[src/rtl/crlu_pkg.sv]
package crlu_pkg;
   typedef enum logic [1:0] {
      CRLU_OP_LOGIC = 2'd0,
      CRLU_OP_MOVE  = 2'd1,
      CRLU_OP_SEL   = 2'd2,
      CRLU_OP_PASS  = 2'd3
   } crlu_op_e;
endpackage

[src/rtl/crlu_bitlogic.sv]
// Bit logic: two register bits index a truth table, the result lands on a third bit.
module crlu_bitlogic #(
   parameter int CR_W  = 32,
   parameter int BIT_W = $clog2(CR_W)
) (
   input  logic [CR_W-1:0]  cr_i,
   input  logic [BIT_W-1:0] ba_i,
   input  logic [BIT_W-1:0] bb_i,
   input  logic [BIT_W-1:0] bt_i,
   input  logic [3:0]       tbl_i,
   output logic [CR_W-1:0]  cr_o
);
   // Reversed view: index n addresses bit number n (MSB-first).
   logic [CR_W-1:0] cr_rev;
   logic            in_x;
   logic            in_y;
   logic            new_bit;

   for (genvar k = 0; k < CR_W; k++) begin : g_rev
      assign cr_rev[k] = cr_i[CR_W-1-k];
   end

   assign in_x    = cr_rev[ba_i];
   assign in_y    = cr_rev[bb_i];
   assign new_bit = tbl_i[{in_x, in_y}];

   for (genvar k = 0; k < CR_W; k++) begin : g_wr
      assign cr_o[CR_W-1-k] = (bt_i == BIT_W'(k)) ? new_bit : cr_i[CR_W-1-k];
   end
endmodule

[src/rtl/crlu_fieldmove.sv]
// Field copy: one field replaces another, all others pass.
module crlu_fieldmove #(
   parameter int FIELD_W    = 4,
   parameter int NUM_FIELDS = 8,
   parameter int FSEL_W     = $clog2(NUM_FIELDS),
   parameter int CR_W       = FIELD_W * NUM_FIELDS
) (
   input  logic [CR_W-1:0]   cr_i,
   input  logic [FSEL_W-1:0] dst_i,
   input  logic [FSEL_W-1:0] src_i,
   output logic [CR_W-1:0]   cr_o
);
   logic [FIELD_W-1:0] fld [NUM_FIELDS];
   logic [FIELD_W-1:0] moved;

   for (genvar f = 0; f < NUM_FIELDS; f++) begin : g_split
      assign fld[f] = cr_i[(NUM_FIELDS-1-f)*FIELD_W +: FIELD_W];
   end

   assign moved = fld[src_i];

   for (genvar f = 0; f < NUM_FIELDS; f++) begin : g_join
      assign cr_o[(NUM_FIELDS-1-f)*FIELD_W +: FIELD_W] =
         (dst_i == FSEL_W'(f)) ? moved : fld[f];
   end
endmodule

[src/rtl/crlu_intsel.sv]
// Integer select: one bit of a field picks between two operands.
module crlu_intsel #(
   parameter int FIELD_W = 4,
   parameter int DATA_W  = 64,
   parameter int IDX_W   = $clog2(FIELD_W)
) (
   input  logic [FIELD_W-1:0] fld_i,
   input  logic [IDX_W-1:0]   idx_i,
   input  logic [DATA_W-1:0]  a_i,
   input  logic [DATA_W-1:0]  b_i,
   output logic [DATA_W-1:0]  res_o
);
   logic [FIELD_W-1:0] fld_rev;
   logic               pick;

   for (genvar j = 0; j < FIELD_W; j++) begin : g_rev
      assign fld_rev[j] = fld_i[FIELD_W-1-j];
   end

   assign pick  = fld_rev[idx_i];
   assign res_o = pick ? a_i : b_i;
endmodule

[src/rtl/crlu_top.sv]
module crlu_top
   import crlu_pkg::*;
#(
   parameter int FIELD_W    = 4,
   parameter int NUM_FIELDS = 8,
   parameter int DATA_W     = 64,
   parameter int BC_W       = 5,
   localparam int CR_W      = FIELD_W * NUM_FIELDS,
   localparam int BIT_W     = $clog2(CR_W),
   localparam int FSEL_W    = $clog2(NUM_FIELDS),
   localparam int IDX_W     = $clog2(FIELD_W)
) (
   input  logic [1:0]         op_i,
   input  logic [DATA_W-1:0]  a_i,
   input  logic [DATA_W-1:0]  b_i,
   input  logic [FIELD_W-1:0] sel_fld_i,
   input  logic [CR_W-1:0]    cr_i,
   input  logic [BIT_W-1:0]   ba_i,
   input  logic [BIT_W-1:0]   bb_i,
   input  logic [BIT_W-1:0]   bt_i,
   input  logic [FSEL_W-1:0]  dst_i,
   input  logic [FSEL_W-1:0]  src_i,
   input  logic [3:0]         tbl_i,
   input  logic [BC_W-1:0]    bc_i,
   output logic [CR_W-1:0]    cr_o,
   output logic [DATA_W-1:0]  res_o
);
   // Elaboration-time parameter checks.
   if (FIELD_W < 2 || (1 << IDX_W) != FIELD_W) begin : g_bad_field
      $error("crlu_top: FIELD_W must be a power of two of at least 2");
   end
   if ((1 << BIT_W) != CR_W) begin : g_bad_cr
      $error("crlu_top: FIELD_W*NUM_FIELDS must be a power of two");
   end
   if (BC_W <= IDX_W) begin : g_bad_bc
      $error("crlu_top: BC_W must exceed the select index width");
   end

   crlu_op_e         op;
   logic [CR_W-1:0]  cr_logic;
   logic [CR_W-1:0]  cr_move;
   logic [DATA_W-1:0] res_sel;
   logic             unused_bc_hi;

   assign op           = crlu_op_e'(op_i);
   assign unused_bc_hi = ^bc_i[BC_W-1:IDX_W];

   crlu_bitlogic #(.CR_W(CR_W), .BIT_W(BIT_W)) u_logic (
      .cr_i  (cr_i),
      .ba_i  (ba_i),
      .bb_i  (bb_i),
      .bt_i  (bt_i),
      .tbl_i (tbl_i),
      .cr_o  (cr_logic)
   );

   crlu_fieldmove #(
      .FIELD_W(FIELD_W), .NUM_FIELDS(NUM_FIELDS), .FSEL_W(FSEL_W), .CR_W(CR_W)
   ) u_move (
      .cr_i  (cr_i),
      .dst_i (dst_i),
      .src_i (src_i),
      .cr_o  (cr_move)
   );

   crlu_intsel #(.FIELD_W(FIELD_W), .DATA_W(DATA_W), .IDX_W(IDX_W)) u_sel (
      .fld_i (sel_fld_i),
      .idx_i (bc_i[IDX_W-1:0]),
      .a_i   (a_i),
      .b_i   (b_i),
      .res_o (res_sel)
   );

   always_comb begin
      cr_o  = cr_i;
      res_o = '0;
      unique case (op)
         CRLU_OP_LOGIC: cr_o  = cr_logic;
         CRLU_OP_MOVE:  cr_o  = cr_move;
         CRLU_OP_SEL:   res_o = res_sel;
         CRLU_OP_PASS:  cr_o  = cr_i;
         default:       cr_o  = cr_i;
      endcase
   end
endmodule

[config.mk]
export PLATFORM = sky130hd
export DESIGN_NAME = crlu_top
export DESIGN_NICKNAME = d
export VERILOG_FILES = /design/src/rtl/crlu_pkg.sv /design/src/rtl/crlu_bitlogic.sv /design/src/rtl/crlu_fieldmove.sv /design/src/rtl/crlu_intsel.sv /design/src/rtl/crlu_top.sv
export SDC_FILE = /design/constraint.sdc
export NUM_CORES = 1
export LEC_CHECK = 0
export CORE_MARGIN = 1.5
export CORE_UTILIZATION = 29
export DETAILED_ROUTE_END_ITERATION = 12
export PLACE_DENSITY = 0.68
export SLEW_MARGIN = 30
export SYNTH_ARGS = -nofsm -noshare
export SYNTH_HDL_FRONTEND = slang
export SYNTH_HIERARCHICAL = 1
export SYNTH_SLANG_ARGS = --single-unit
[constraint.sdc]
create_clock -name vclk -period 10.3
set_input_delay 2.06 -clock vclk [all_inputs]
set_output_delay 2.06 -clock vclk [all_outputs]
set_load 0.005 [all_outputs]
==> impl_metrics.py, run 1 <==
metrics = {
    "run_status": {
        "outcome": "finished, final reports clean",
    },
    "layout": {
        "ff_latch_count": 0,
        "clockBufferCount": 0,
        "sequential_cell_area_sq_um": 0,
        "antenna_cells": 0,
        "final_nets": 1071,
        "layout-drive-gt1-share_pct": 11.2,
        "synthToLayoutAreaGrowth_pct": 54.2,
    },
    "synth": {
        "synth_area_leaders": "sky130_fd_sc_hd__mux2_4, sky130_fd_sc_hd__mux2i_1, sky130_fd_sc_hd__nand2_1",
        "yosys-top-cells-count": "sky130_fd_sc_hd__nand2_1, sky130_fd_sc_hd__and2_1, sky130_fd_sc_hd__mux2i_1, sky130_fd_sc_hd__o21ai_0, sky130_fd_sc_hd__mux2_4",
        "syn-mean-instance-area_sq_um": 7.56,
        "yosys.cell_count.top_type": "sky130_fd_sc_hd__nand2_1",
        "synthDominantCellAreaShare_pct": 18.5,
        "synthesis.nets": 840,
        "synth_top_cell_by_area": "sky130_fd_sc_hd__mux2_4",
        "synth_warnings": 6,
        "synthesis.area_sq_um": 4870,
        "postSynthCellCount": 644,
        "seq_area_frac_synth_pct": 0,
        "post_synth_num_cell_types": 39,
    },
    "route": {
        "route.detailed.wl_per_inst_microns": 18.7,
        "detailedRoute.firstPassIterationCount": 5,
        "totalWireLength_microns": 20400,
        "drt_drc_violations_left": 0,
        "drtIter0Drc": 502,
        "postRouteAntennaNets": 0,
        "routed-via-count": 5743,
        "via_density_per_instance": 5.25,
    },
    "cts": {
        "postCtsSetupRepairBufs": 0,
        "cts.hold.buffers_added": 0,
        "postCtsResizedCells": 0,
    },
    "floorplan": {
        "total_die_area_sq_um": 17600,
        "std_cell_rows": 47,
        "initial_utilization_pct": 29.6,
        "floorplan.core_area_sq_um": 16500,
        "ioPinCount": 292,
        "die_height_microns": 133,
        "die_x_microns": 133,
    },
    "timing": {
        "setup-violations-final": 0,
        "relative_slew_slack_pct": 39.9,
        "finalSetupTns_ns": 0,
        "number_of_endpoints_with_negative_hold_slack_in_the_final_report": 0,
        "achievable-frequency_mhz": 124,
        "timing.final.crit_share_pct": 78.3,
        "period_needed_ns": 8.07,
        "worst_slew_pin_slew_ns": 0.898,
        "timing.final.max_slew_violations": 0,
        "rsz0062_at_grt": "false",
    },
    "critical_path": {
        "path_class": "in -> out",
        "worst_ep_required_time_ns": 8.24,
        "start_kind": "primary input",
        "critical-path-top-delay-family": "buffers and inverters",
        "worst-path-max-fanout": 32,
        "arrival_ns": 6.01,
        "critical-path-max-stage-delay_ns": 1.06,
        "worstPathCellList": "clkdlybuf4s50_1 > mux2i_1 > a21oi_1 > and3_1 > a31oi_2 > and3_2 > o2111ai_1 > nand3_1 > mux2i_1 > o21ai_0 > clkdlybuf4s50_1",
        "worst-path-buf-inv": 2,
        "crit_path_end_kind": "primary output",
        "worst_path_max_delay_cell": "sky130_fd_sc_hd__clkdlybuf4s50_1",
        "critical_path_depth": 11,
    },
    "global_route": {
        "gr_util_all_layers_pct": 21.6,
        "grt_overflow_total": 0,
        "grt_start_max_net_pins": 66,
        "first_pass_grt_wire_length_microns": 30800,
        "vias_in_the_first_global_route": 5243,
        "grt_antenna_before_repair": 2,
    },
    "power_and_ir_drop": {
        "static-leakage-power_uw": 0.00309,
        "irDropWorstVdd_v": 0.0000320,
        "p_per_area_nw_per_um2": 47.5,
        "totalPowerFinal_uw": 357,
    },
    "worst_hold_path": {
        "hp-start": "op_i[1]",
        "holdCritPathClass": "in -> out",
        "hold-path-endpoint": "cr_o[31]",
        "min_delay_path_depth": 4,
    },
    "run": {
        "timing.max_cap.violations": 0,
    },
    "placement": {
        "port_buffer_count": 289,
        "routabilityCongestion": 0.866,
        "dp_hpwl_microns": 15500,
    },
}
layer usage:
metal,vias to the layer above,track usage (%),wire length (microns)
li1,2797,-,-
met1,2645,27.3,8240
met2,285,40.3,10300
met3,12,3.26,1690
met4,4,1.22,135
met5,-,0,25
cell families (layout without fill, tap and decap cells):
family	after synthesis	count (layout)	synth area share [%]
AND/OR/NAND/NOR	293	293	29.1
multiplexers	144	144	40.5
AO/OA/AOI/OAI	140	140	17.6
buffers and inverters	67	296	12.7
through the flow:
step	hold slack, ns	setup slack (ns)	area, sq um	std cells	utilization, %
after floorplan	4.23	4.10	4870	644	-
after global placement	5.21	1.91	7450	1091	45.3
after detailed placement	5.20	1.98	7490	1092	45.5
after CTS	5.22	1.95	7490	1092	45.5
after global routing	5.10	2.10	7510	1093	45.6
final	5.03	2.23	7510	1093	45.6
how the worst max path moves through the flow:
stage	slack, ns	endpoint	start
after floorplan	4.10	cr_o[31]	bb_i[0]
after global placement	1.91	cr_o[19]	ba_i[1]
after detailed placement	1.98	cr_o[11]	bb_i[0]
after CTS	1.95	cr_o[11]	bb_i[0]
after global routing	2.10	cr_o[16]	ba_i[1]
final	2.23	cr_o[19]	ba_i[1]
power by group:
group	switching [uW]	internal, uW	total [uW]
sequential	0	0	0
clock	0	0	0
combinational	155	201	357
cell usage in the layout, fill, tap and decap left out, types with 2 or more instances in the layout:
master,Yosys,layout
sky130_fd_sc_hd__clkdlybuf4s50_1,0,287
sky130_fd_sc_hd__a31oi_2,2,2
sky130_fd_sc_hd__buf_4,1,7
sky130_fd_sc_hd__o21ai_1,32,32
sky130_fd_sc_hd__nand2_1,134,134
sky130_fd_sc_hd__o21ai_0,64,64
sky130_fd_sc_hd__mux2i_1,64,64
sky130_fd_sc_hd__o2111ai_1,32,32
sky130_fd_sc_hd__nand3b_1,3,3
sky130_fd_sc_hd__a21oi_1,3,3
sky130_fd_sc_hd__nand2b_1,2,2
sky130_fd_sc_hd__and2_1,66,66
sky130_fd_sc_hd__a21boi_2,1,2
sky130_fd_sc_hd__and3_1,4,3
sky130_fd_sc_hd__and3b_1,2,2
sky130_fd_sc_hd__or3b_2,3,3
sky130_fd_sc_hd__mux4_1,7,7
sky130_fd_sc_hd__mux4_2,8,7
sky130_fd_sc_hd__nor2_1,34,34
sky130_fd_sc_hd__nor3b_2,3,3
sky130_fd_sc_hd__a22oi_1,4,4
sky130_fd_sc_hd__mux2_4,60,60
sky130_fd_sc_hd__nor2b_1,4,3
sky130_fd_sc_hd__mux2_2,4,4
sky130_fd_sc_hd__nand3_1,33,33
final cells by class:
type	count	area [sq um]
fill	1647	8960
multi-input combinational	577	4260
timing repair buffer	296	2970
tap	220	275
No activity file was read; power rests on OpenSTA's default activity.
==> run 2, diff against run 1 <==
--- a/config.mk
+++ b/config.mk
@@ -8,7 +8,7 @@
 export CORE_MARGIN = 1.5
 export CORE_UTILIZATION = 29
 export DETAILED_ROUTE_END_ITERATION = 12
-export PLACE_DENSITY = 0.68
+export PLACE_DENSITY = 0.7
 export SLEW_MARGIN = 30
 export SYNTH_ARGS = -nofsm -noshare
 export SYNTH_HDL_FRONTEND = slang
==> constraint.sdc (replaced) <==
create_clock -name vclk -period 7
set_input_delay 1.4 -clock vclk [all_inputs]
set_output_delay 1.4 -clock vclk [all_outputs]
set_load 0.005 [all_outputs]
==> run 2 against run 1 <==
Compared with the run above:
- first-iteration DRC count up 9.2%
- global-route usage rose by 0.38 points
- via count is 0.92% higher
- sequential share of layout area is the same
- utilization rose by 0.28 points
- critical path depth increased by 1
- power rose by 48%
- combinational power up 48%
- hold slack got worse by 1.2 ns
- critical path type unchanged
- highest routed layer unchanged
==> impl_metrics.py, run 2 (synthesis gave the netlist of run 1 again) <==
metrics = {
    "run_status": {
        "outcome": "finished, final reports clean",
    },
    "layout": {
        "layout-drive-gt1-share_pct": 11.6,
        "synthToLayoutAreaGrowth_pct": 55.2,
        "most_common_library_cell_in_the_layout_ignoring_fill_and_taps": "sky130_fd_sc_hd__clkdlybuf4s50_1",
        "clockBufferCount": 0,
        "layout.filler_cells": 1612,
        "sequential_cell_area_sq_um": 0,
        "final_nets": 1077,
        "ff_latch_count": 0,
        "layout.cells.most_common_list": "sky130_fd_sc_hd__clkdlybuf4s50_1, sky130_fd_sc_hd__nand2_1, sky130_fd_sc_hd__and2_1",
    },
    "floorplan": {
        "initial_utilization_pct": 29.6,
        "floorplan.core_area_sq_um": 16500,
        "std_cell_rows": 47,
        "total_die_area_sq_um": 17600,
        "ioPinCount": 292,
        "die_x_microns": 133,
        "die_height_microns": 133,
    },
    "critical_path": {
        "arrival_ns": 5.00,
        "worst-path-max-fanout": 32,
        "critical-path-max-stage-delay_ns": 0.91,
        "path_class": "in -> out",
        "critical-path-top-delay-family": "buffers and inverters",
        "worstPathCellList": "clkdlybuf4s50_1 > buf_4 > mux2i_1 > a21oi_1 > a31oi_2 > and3_1 > buf_4 > o2111ai_1 > nand3_1 > mux2i_1 > o21ai_0 > clkdlybuf4s50_1",
        "worst-path-buf-inv": 4,
        "worst_ep_required_time_ns": 5.60,
        "crit_path_end_kind": "primary output",
        "worst_path_max_delay_cell": "sky130_fd_sc_hd__clkdlybuf4s50_1",
        "start_kind": "primary input",
    },
    "placement": {
        "detailedPlace.worstSlack_ns": 0.602,
        "dp_hpwl_microns": 15900,
        "routabilityCongestion": 0.861,
        "port_buffer_count": 289,
    },
    "worst_hold_path": {
        "holdCritPathClass": "in -> out",
    },
    "power_and_ir_drop": {
        "p_per_area_nw_per_um2": 70.0,
        "static-leakage-power_uw": 0.00311,
        "irDropWorstVdd_v": 0.0000473,
    },
    "global_route": {
        "gr_util_all_layers_pct": 22.0,
        "grt_overflow_total": 0,
        "grt_start_max_net_pins": 66,
        "grt_antenna_before_repair": 1,
        "vias_in_the_first_global_route": 5337,
        "first_pass_grt_wire_length_microns": 31100,
    },
    "timing": {
        "relative_slew_slack_pct": 39.2,
        "achievable-frequency_mhz": 156,
        "setup-violations-final": 0,
        "timing.final.crit_share_pct": 91.5,
        "setup_ws_ns": 0.598,
        "finalSetupTns_ns": 0,
        "timing.final.max_slew_violations": 0,
        "rsz0062_at_grt": "false",
        "period_needed_ns": 6.40,
        "worst_slew_pin_slew_ns": 0.909,
        "number_of_endpoints_with_negative_hold_slack_in_the_final_report": 0,
    },
    "route": {
        "detailedRoute.firstPassIterationCount": 6,
        "postRouteAntennaNets": 0,
        "route.detailed.wl_per_inst_microns": 18.8,
        "drtIter0Drc": 548,
        "drt_drc_violations_left": 0,
        "via_density_per_instance": 5.27,
        "totalWireLength_microns": 20700,
        "routed-via-count": 5796,
    },
    "cts": {
        "cts.hold.buffers_added": 0,
        "postCtsResizedCells": 0,
        "postCtsSetupRepairBufs": 0,
    },
    "run": {
        "timing.max_cap.violations": 0,
    },
}
[run 2: cell count changes in the layout (fill, tap and decap cells not counted)]
cell / change
sky130_fd_sc_hd__diode_2: +1
sky130_fd_sc_hd__buf_4: +5
sky130_fd_sc_hd__nor2b_2: -1
sky130_fd_sc_hd__buf_8: -1
sky130_fd_sc_hd__buf_12: +1
sky130_fd_sc_hd__nor2b_1: +1
sky130_fd_sc_hd__buf_2: +1
sky130_fd_sc_hd__and3_1: +1
sky130_fd_sc_hd__and3_2: -1
[run 2: final cells by class]
| class | instances | area (sq um) | share of cell area [%] |
|---|---|---|---|
| Timing Repair Buffer | 302 | 3020 | 39.9 |
| Multi-Input combinational cell | 577 | 4260 | 56.4 |
| Antenna cell | 1 | 2.50 | 0.0331 |
| Tap cell | 220 | 275 | 3.64 |
[run 2: per-layer routing]
metal | part of all wire (%) | GRT usage [%] | up-vias
li1 | - | - | 2804
met1 | 40 | 27.1 | 2599
met2 | 47 | 38.7 | 338
met3 | 8.6 | 3.49 | 53
met4 | 4.1 | 7.63 | 2
met5 | 0.063 | 0 | -
[run 2: worst paths after layout]
check / startpoint / endpoint / slack (ns) / depth (start not counted)
setup / recovery: ba_i[1] / cr_o[26] / 0.60 / 12
hold / removal: op_i[1] / cr_o[30] / 3.80 / 5
[run 2: where the power goes]
group          switching (uW)  internal (uW)
combinational             230            299
clock                       0      0.0000192
sequential                  0              0
[run 2: metrics by stage]
step | hold WS, ns | util [%] | area (sq um) | total power [uW] | std cells
after floorplan | 2.91 | - | 4870 | 301 | 644
after global placement | 3.81 | 45.7 | 7520 | 518 | 1098
after detailed placement | 3.82 | 45.8 | 7550 | 524 | 1099
after CTS | 3.83 | 45.8 | 7550 | 527 | 1099
after global routing | 3.88 | 45.9 | 7550 | 563 | 1099
final | 3.80 | 45.9 | 7550 | 529 | 1100
